### src/rtl/cdbl_pkg.sv
package cdbl_pkg;

  typedef enum logic [1:0] {
    ST_IDLE  = 2'd0,
    ST_FIRST = 2'd1,
    ST_REST  = 2'd2
  } cdbl_state_e;

  typedef struct packed {
    logic       known;
    logic [4:0] total;
  } grp_len_t;

  function automatic grp_len_t grp_lookup(input logic [2:0] grp);
    grp_len_t r;
    r.known = 1'b1;
    case (grp)
      3'd0:    r.total = 5'd6;
      3'd1:    r.total = 5'd10;
      3'd2:    r.total = 5'd10;
      3'd5:    r.total = 5'd12;
      default: begin
        r.known = 1'b0;
        r.total = 5'd0;
      end
    endcase
    return r;
  endfunction

endpackage

### src/rtl/cdbl_group_decode.sv
module cdbl_group_decode #(
  parameter int CNT_W       = 16,
  parameter int DEFAULT_REM = 5
) (
  input  logic [2:0]       grp,
  output logic             known,
  output logic [CNT_W-1:0] rem
);
  import cdbl_pkg::*;

  grp_len_t lk;

  always_comb begin
    lk    = grp_lookup(grp);
    known = lk.known;
    if (lk.known) begin
      rem = CNT_W'(lk.total) - CNT_W'(1);
    end else begin
      rem = CNT_W'(DEFAULT_REM);
    end
  end

endmodule

### src/rtl/cdbl_xfer_cnt.sv
module cdbl_xfer_cnt #(
  parameter int CNT_W = 16
) (
  input  logic             clk,
  input  logic             rst_n,
  input  logic             load_en,
  input  logic [CNT_W-1:0] load_val,
  input  logic             dec_en,
  output logic [CNT_W-1:0] count,
  output logic             count_is_one
);

  logic [CNT_W-1:0] cnt_d;
  logic [CNT_W-1:0] cnt_q;

  always_comb begin
    cnt_d = cnt_q;
    if (load_en) begin
      cnt_d = load_val;
    end else if (dec_en) begin
      cnt_d = cnt_q - CNT_W'(1);
    end
  end

  always_ff @(posedge clk or negedge rst_n) begin
    if (!rst_n) begin
      cnt_q <= '0;
    end else if (load_en || dec_en) begin
      cnt_q <= cnt_d;
    end
  end

  assign count        = cnt_q;
  assign count_is_one = (cnt_q == CNT_W'(1));

  // the controller never counts below zero
  assert_no_underflow_R5: assert property (@(posedge clk) disable iff (!rst_n)
    dec_en |-> (cnt_q != '0));

endmodule

### src/rtl/cdbl_ctrl.sv
module cdbl_ctrl (
  input  logic clk,
  input  logic rst_n,
  input  logic start,
  input  logic rx_strobe,
  input  logic rx_perr,
  input  logic atn,
  input  logic count_is_one,
  output logic load_en,
  output logic dec_en,
  output logic fwd_en,
  output logic cmd_active,
  output logic done_ok,
  output logic svc_req,
  output logic perr_abort
);
  import cdbl_pkg::*;

  cdbl_state_e state_d, state_q;
  logic done_d, svc_d, perr_d;

  always_comb begin
    state_d = state_q;
    load_en = 1'b0;
    dec_en  = 1'b0;
    fwd_en  = 1'b0;
    done_d  = 1'b0;
    svc_d   = 1'b0;
    perr_d  = 1'b0;
    case (state_q)
      ST_IDLE: begin
        if (start) state_d = ST_FIRST;
      end
      ST_FIRST, ST_REST: begin
        if (atn) begin
          svc_d   = 1'b1;
          state_d = ST_IDLE;
        end else if (rx_strobe) begin
          if (rx_perr) begin
            perr_d  = 1'b1;
            state_d = ST_IDLE;
          end else begin
            fwd_en = 1'b1;
            if (state_q == ST_FIRST) begin
              load_en = 1'b1;
              state_d = ST_REST;
            end else begin
              dec_en = 1'b1;
              if (count_is_one) begin
                done_d  = 1'b1;
                state_d = ST_IDLE;
              end
            end
          end
        end
      end
      default: state_d = ST_IDLE;
    endcase
  end

  always_ff @(posedge clk or negedge rst_n) begin
    if (!rst_n) begin
      state_q    <= ST_IDLE;
      done_ok    <= 1'b0;
      svc_req    <= 1'b0;
      perr_abort <= 1'b0;
    end else begin
      state_q    <= state_d;
      done_ok    <= done_d;
      svc_req    <= svc_d;
      perr_abort <= perr_d;
    end
  end

  assign cmd_active = (state_q != ST_IDLE);

  // at most one way of ending per cycle
  assert_single_end_R6: assert property (@(posedge clk) disable iff (!rst_n)
    $onehot0({done_ok, svc_req, perr_abort}));

  // attention leaves the block idle
  assert_atn_idle_R7: assert property (@(posedge clk) disable iff (!rst_n)
    svc_req |-> !cmd_active);

  // parity abort leaves the block idle
  assert_perr_idle_R8: assert property (@(posedge clk) disable iff (!rst_n)
    perr_abort |-> !cmd_active);

endmodule

### src/rtl/cdb_len_detect.sv
module cdb_len_detect #(
  parameter int DATA_W      = 8,
  parameter int CNT_W       = 16,
  parameter int DEFAULT_REM = 5
) (
  input  logic              clk,
  input  logic              rst_n,
  input  logic              start,
  input  logic              rx_strobe,
  input  logic [DATA_W-1:0] rx_byte,
  input  logic              rx_perr,
  input  logic              atn,
  output logic              cmd_active,
  output logic [CNT_W-1:0]  xfer_count,
  output logic              gcv,
  output logic              rx_valid,
  output logic [DATA_W-1:0] rx_data,
  output logic              done_ok,
  output logic              svc_req,
  output logic              perr_abort
);

  localparam int GRP_LSB = DATA_W - 3;

  logic             load_en, dec_en, fwd_en, count_is_one;
  logic             grp_known;
  logic [CNT_W-1:0] grp_rem;
  logic             gcv_q;
  logic             rxv_q;
  logic [DATA_W-1:0] rxd_q;

  cdbl_group_decode #(.CNT_W(CNT_W), .DEFAULT_REM(DEFAULT_REM)) u_dec (
    .grp   (rx_byte[DATA_W-1:GRP_LSB]),
    .known (grp_known),
    .rem   (grp_rem)
  );

  cdbl_xfer_cnt #(.CNT_W(CNT_W)) u_cnt (
    .clk          (clk),
    .rst_n        (rst_n),
    .load_en      (load_en),
    .load_val     (grp_rem),
    .dec_en       (dec_en),
    .count        (xfer_count),
    .count_is_one (count_is_one)
  );

  cdbl_ctrl u_ctrl (
    .clk          (clk),
    .rst_n        (rst_n),
    .start        (start),
    .rx_strobe    (rx_strobe),
    .rx_perr      (rx_perr),
    .atn          (atn),
    .count_is_one (count_is_one),
    .load_en      (load_en),
    .dec_en       (dec_en),
    .fwd_en       (fwd_en),
    .cmd_active   (cmd_active),
    .done_ok      (done_ok),
    .svc_req      (svc_req),
    .perr_abort   (perr_abort)
  );

  always_ff @(posedge clk or negedge rst_n) begin
    if (!rst_n) begin
      gcv_q <= 1'b0;
    end else if (load_en) begin
      gcv_q <= grp_known;
    end
  end

  always_ff @(posedge clk or negedge rst_n) begin
    if (!rst_n) begin
      rxv_q <= 1'b0;
    end else begin
      rxv_q <= fwd_en;
    end
  end

  always_ff @(posedge clk or negedge rst_n) begin
    if (!rst_n) begin
      rxd_q <= '0;
    end else if (fwd_en) begin
      rxd_q <= rx_byte;
    end
  end

  assign gcv      = gcv_q;
  assign rx_valid = rxv_q;
  assign rx_data  = rxd_q;

  // an unrecognised group always leaves the default count
  assert_default_len_R4: assert property (@(posedge clk) disable iff (!rst_n)
    load_en |=> (gcv || (xfer_count == CNT_W'(DEFAULT_REM))));

  // success only once nothing is left to receive
  assert_done_at_zero_R6: assert property (@(posedge clk) disable iff (!rst_n)
    done_ok |-> (xfer_count == '0 && rx_valid));

  // no forwarding while idle
  assert_idle_quiet_R9: assert property (@(posedge clk) disable iff (!rst_n)
    (!cmd_active && rx_strobe) |=> !rx_valid);

endmodule

### config.mk
export PLATFORM = sky130hd
export DESIGN_NAME = cdb_len_detect
export DESIGN_NICKNAME = d
export VERILOG_FILES = /design/src/rtl/cdbl_pkg.sv /design/src/rtl/cdbl_group_decode.sv /design/src/rtl/cdbl_xfer_cnt.sv /design/src/rtl/cdbl_ctrl.sv /design/src/rtl/cdb_len_detect.sv
export SDC_FILE = /design/constraint.sdc
export NUM_CORES = 1
export LEC_CHECK = 0
export ABC_AREA = 1
export CAP_MARGIN = 5
export CORE_UTILIZATION = 40
export CTS_CLUSTER_DIAMETER = 120
export DETAILED_ROUTE_END_ITERATION = 10
export GPL_TIMING_DRIVEN = 0
export PLACE_DENSITY = 0.72
export RECOVER_POWER = 100
export SYNTH_ARGS = -nofsm -noshare
export SYNTH_HDL_FRONTEND = slang
export SYNTH_SLANG_ARGS = --single-unit
### constraint.sdc
create_clock -name clk -period 1.97 [get_ports clk]
set_input_delay 0.394 -clock clk [delete_from_list [all_inputs] [get_ports clk]]
set_output_delay 0.394 -clock clk [all_outputs]
set_load 0.02 [all_outputs]
==> flow_summary.toml <==
[route]
drt_wl_total_mm = 3.396
vias = 1435
drt_iter0_drc = 68
drcViolationCount = 0
drt_pass1_iterations = 4
viasPerCell = 4.799
wl_per_cell_um = 11.36
drtAntennaViolNets = 0

[pwr]
p_leak_nw = 1.123
ir_drop_v = 0.0006350
power_density_mw_per_mm2 = 1400

[die]
pin_count = 44
die_h_um = 65.84
fp.dieW_um = 65.84
num_rows = 22
start_util_pct = 43.23
dieArea_mm2 = 0.004335
coreArea_mm2 = 0.003771

[sta]
period_share_pct = 94.02
hold_viol = 0
rsz0062_at_grt = "no"
drv_slew = 32
setup_viol = 0
clock_skew_ns = 0.003719
fin_crit_ns = 1.852
max_slew_margin_pct = -8.329
fmax_ghz = 0.5399
worst_pin_slew_ns = 1.625
postLayoutSetupSlackWorst_ns = 0.1179

[final_layout]
final_area_mm2 = 0.002192
num-nets-final = 272
antenna-diode-count = 0
fin_cells = 299
multi_input_area_um2 = 768.2
drive_above_1_share_pct = 9.562
area_growth_pct = 34.46
final_util_pct = 58.13
nFillCells = 348
seqCellArea_um2 = 775.7

[synth]
syn_nets = 222
synth_seq_cells = 31
synth_top_cell_by_area = "dfrtp_1"
netlist_top_cells_area = "dfrtp_1, nand2_1, nor2_1, ha_1, inv_1"
syn_inst = 202
yosysSeqAreaShare_pct = 47.58
ys_warn_count = 0
yosys-top-cells-count = "nand2_1, dfrtp_1, nor2_1"
synth-async-reset-ratio_pct = 100.0
avgSynthCellArea_um2 = 8.071
synth_flop_cell = "dfrtp_1"
synth_most_common_cell = "nand2_1"
synth-edff-count = 0
yosysTopAreaCellShare_pct = 47.58
ys_types = 33
syn-cell-area_mm2 = 0.001630

[clock_tree]
cts.sinks = 31
worstSkewPairLatency_ns = 0.28
clk_pin_slew_ns = 0.06
numCtsBuffers = 5
cts-root-buf = "clkbuf_8"
cts.path.max_buffers = 2
cts_tree = "done"
htreeDepth = 2

[global_routing]
grt_pass1_wl_mm = 5.768
antenna_found_initial = 0
grt_pass1_vias = 1269
grtUsageTotal_pct = 18.23
overflow = 0
grt_max_degree = 32

[worst_setup_path]
crit_required_ns = 1.58
crit_type = "reg2out"
cpMaxStageDelayCell = "dlygate4sd3_1"
path_cells = "dlygate4sd3_1"
critical_path_buf_inv_count = 1
cp-start-kind = "flop"
cp-end-kind = "primary output"
arrival_ns = 1.46
cpPeakStageDelay_ns = 0.72
crit_fanout = 6
cpLargestDelayFamily = "buffers and inverters"

[placement]
post-place-ws_ns = -0.01057
placement.cell_area_mm2 = 0.002116
place_inst = 293
portBuffers = 43
gp_congestion = 0.8381
dp_hpwl_mm = 2.508

[flow_run]
timing.max_cap.violations = 1

[run_status]
failed_checks = "max-capacitance violations, max-slew violations"
status = "finished with violations"

[worst_hold_path]
hp-class = "reg2reg"
[worst register-to-register path, cell delays in order, from the launching register on]
cell     delay [ns]
dfrtp_1        0.39
inv_1          0.08
ha_1           0.35
nand2_2        0.11
inv_2          0.09
nand2_4        0.09
nor2_4         0.16
nand2_4        0.09
nor2_4         0.13
nand2_1        0.07
nand2_1        0.07
a21oi_2        0.05
[final timing paths]
check / start / slack [ns] / cells after the start / to
max in group asynchronous: rst_n / 0.51 / 1 / u_cnt.count[14]
worst max register to register: u_ctrl.state_q[0] / 0.16 / 11 / u_cnt.count[12]
worst max-delay path: u_cnt.count[2] / 0.12 / 1 / xfer_count[2]
min in group asynchronous: rst_n / 0.52 / 1 / u_cnt.count[5]
worst min-delay path: rx_data[0] / 0.48 / 2 / rx_data[0]
worst min register to register: rx_data[0] / 0.48 / 2 / rx_data[0]
[registers in the layout (all words and copies together), names as in the netlist]
signal / flops
gcv: 1
u_ctrl.done_ok: 1
u_ctrl.state_q: 2
u_ctrl.perr_abort: 1
rx_data: 8
u_cnt.count: 16
rx_valid: 1
u_ctrl.svc_req: 1
[per-stage QoR]
stage / hold slack [ns] / setup TNS, ns / total power, mW
after floorplan: 0.09841 / 0 / 2.059
after global routing: 0.5024 / 0 / 3.315
after CTS: 0.1699 / 0 / 3.184
after detailed placement: 0.4626 / -0.01057 / 2.729
final: 0.4778 / 0 / 3.068
after global placement: 0.4605 / -3.289 / 2.700
[layout by cell type, fill, tap and decap left out, types with 3 or more instances in the layout]
cell and instances:
nand3_1 7, clkbuf_1 3, nor2_4 3, a21oi_1 6
dlygate4sd3_1 28, nor3_1 3, clkbuf_8 5, nor2_2 3
nor2_1 25, o21ai_0 12, inv_1 19, nand2_1 59
ha_1 6, dfrtp_1 31, clkdlybuf4s50_1 13
[what timing repair did]
item                       4_1_cts  5_1_grt
pin swaps                        0        0
resized for setup                1        1
setup endpoints to repair        1        1
hold buffers                     0        0
buffers inserted                 0        0
[layer usage]
layer	vias to the layer above	share of wire (%)	wire length [µm]	global-route usage (%)
li1	744	-	-	-
met1	645	48	1647	23.60
met2	40	43	1475	27.55
met3	6	6.2	211	5.862
met4	0	1.8	61	8.152
met5	-	0	0	0
[cell families after synthesis]
| family | count (synthesis) | synth area share, % |
|---|---|---|
| buf+inv | 24 | 5.679 |
| xor+xnor | 2 | 1.075 |
| compound gates | 25 | 8.673 |
| flops | 31 | 47.58 |
| simple gates | 114 | 32.39 |
| fa+ha+maj | 6 | 4.605 |
[report_power, final]
group / internal [mW] / switching [mW] / total [mW] / leakage, nW
clock network: 0.235 / 0.211 / 0.446 / 0.0371
logic: 0.629 / 0.902 / 1.53 / 0.685
registers: 0.869 / 0.222 / 1.09 / 0.401
[cell type report]
class / instances / area share [%]
plain buffers: 3 / 0.6279
repair buffers: 43 / 19.29
well taps: 48 / 2.740
multi-input cells: 147 / 35.05
clock buffers: 6 / 3.311
inverters: 21 / 3.596
flip-flops and latches: 31 / 35.39
Note: power is estimated with default switching activity, not from simulation.
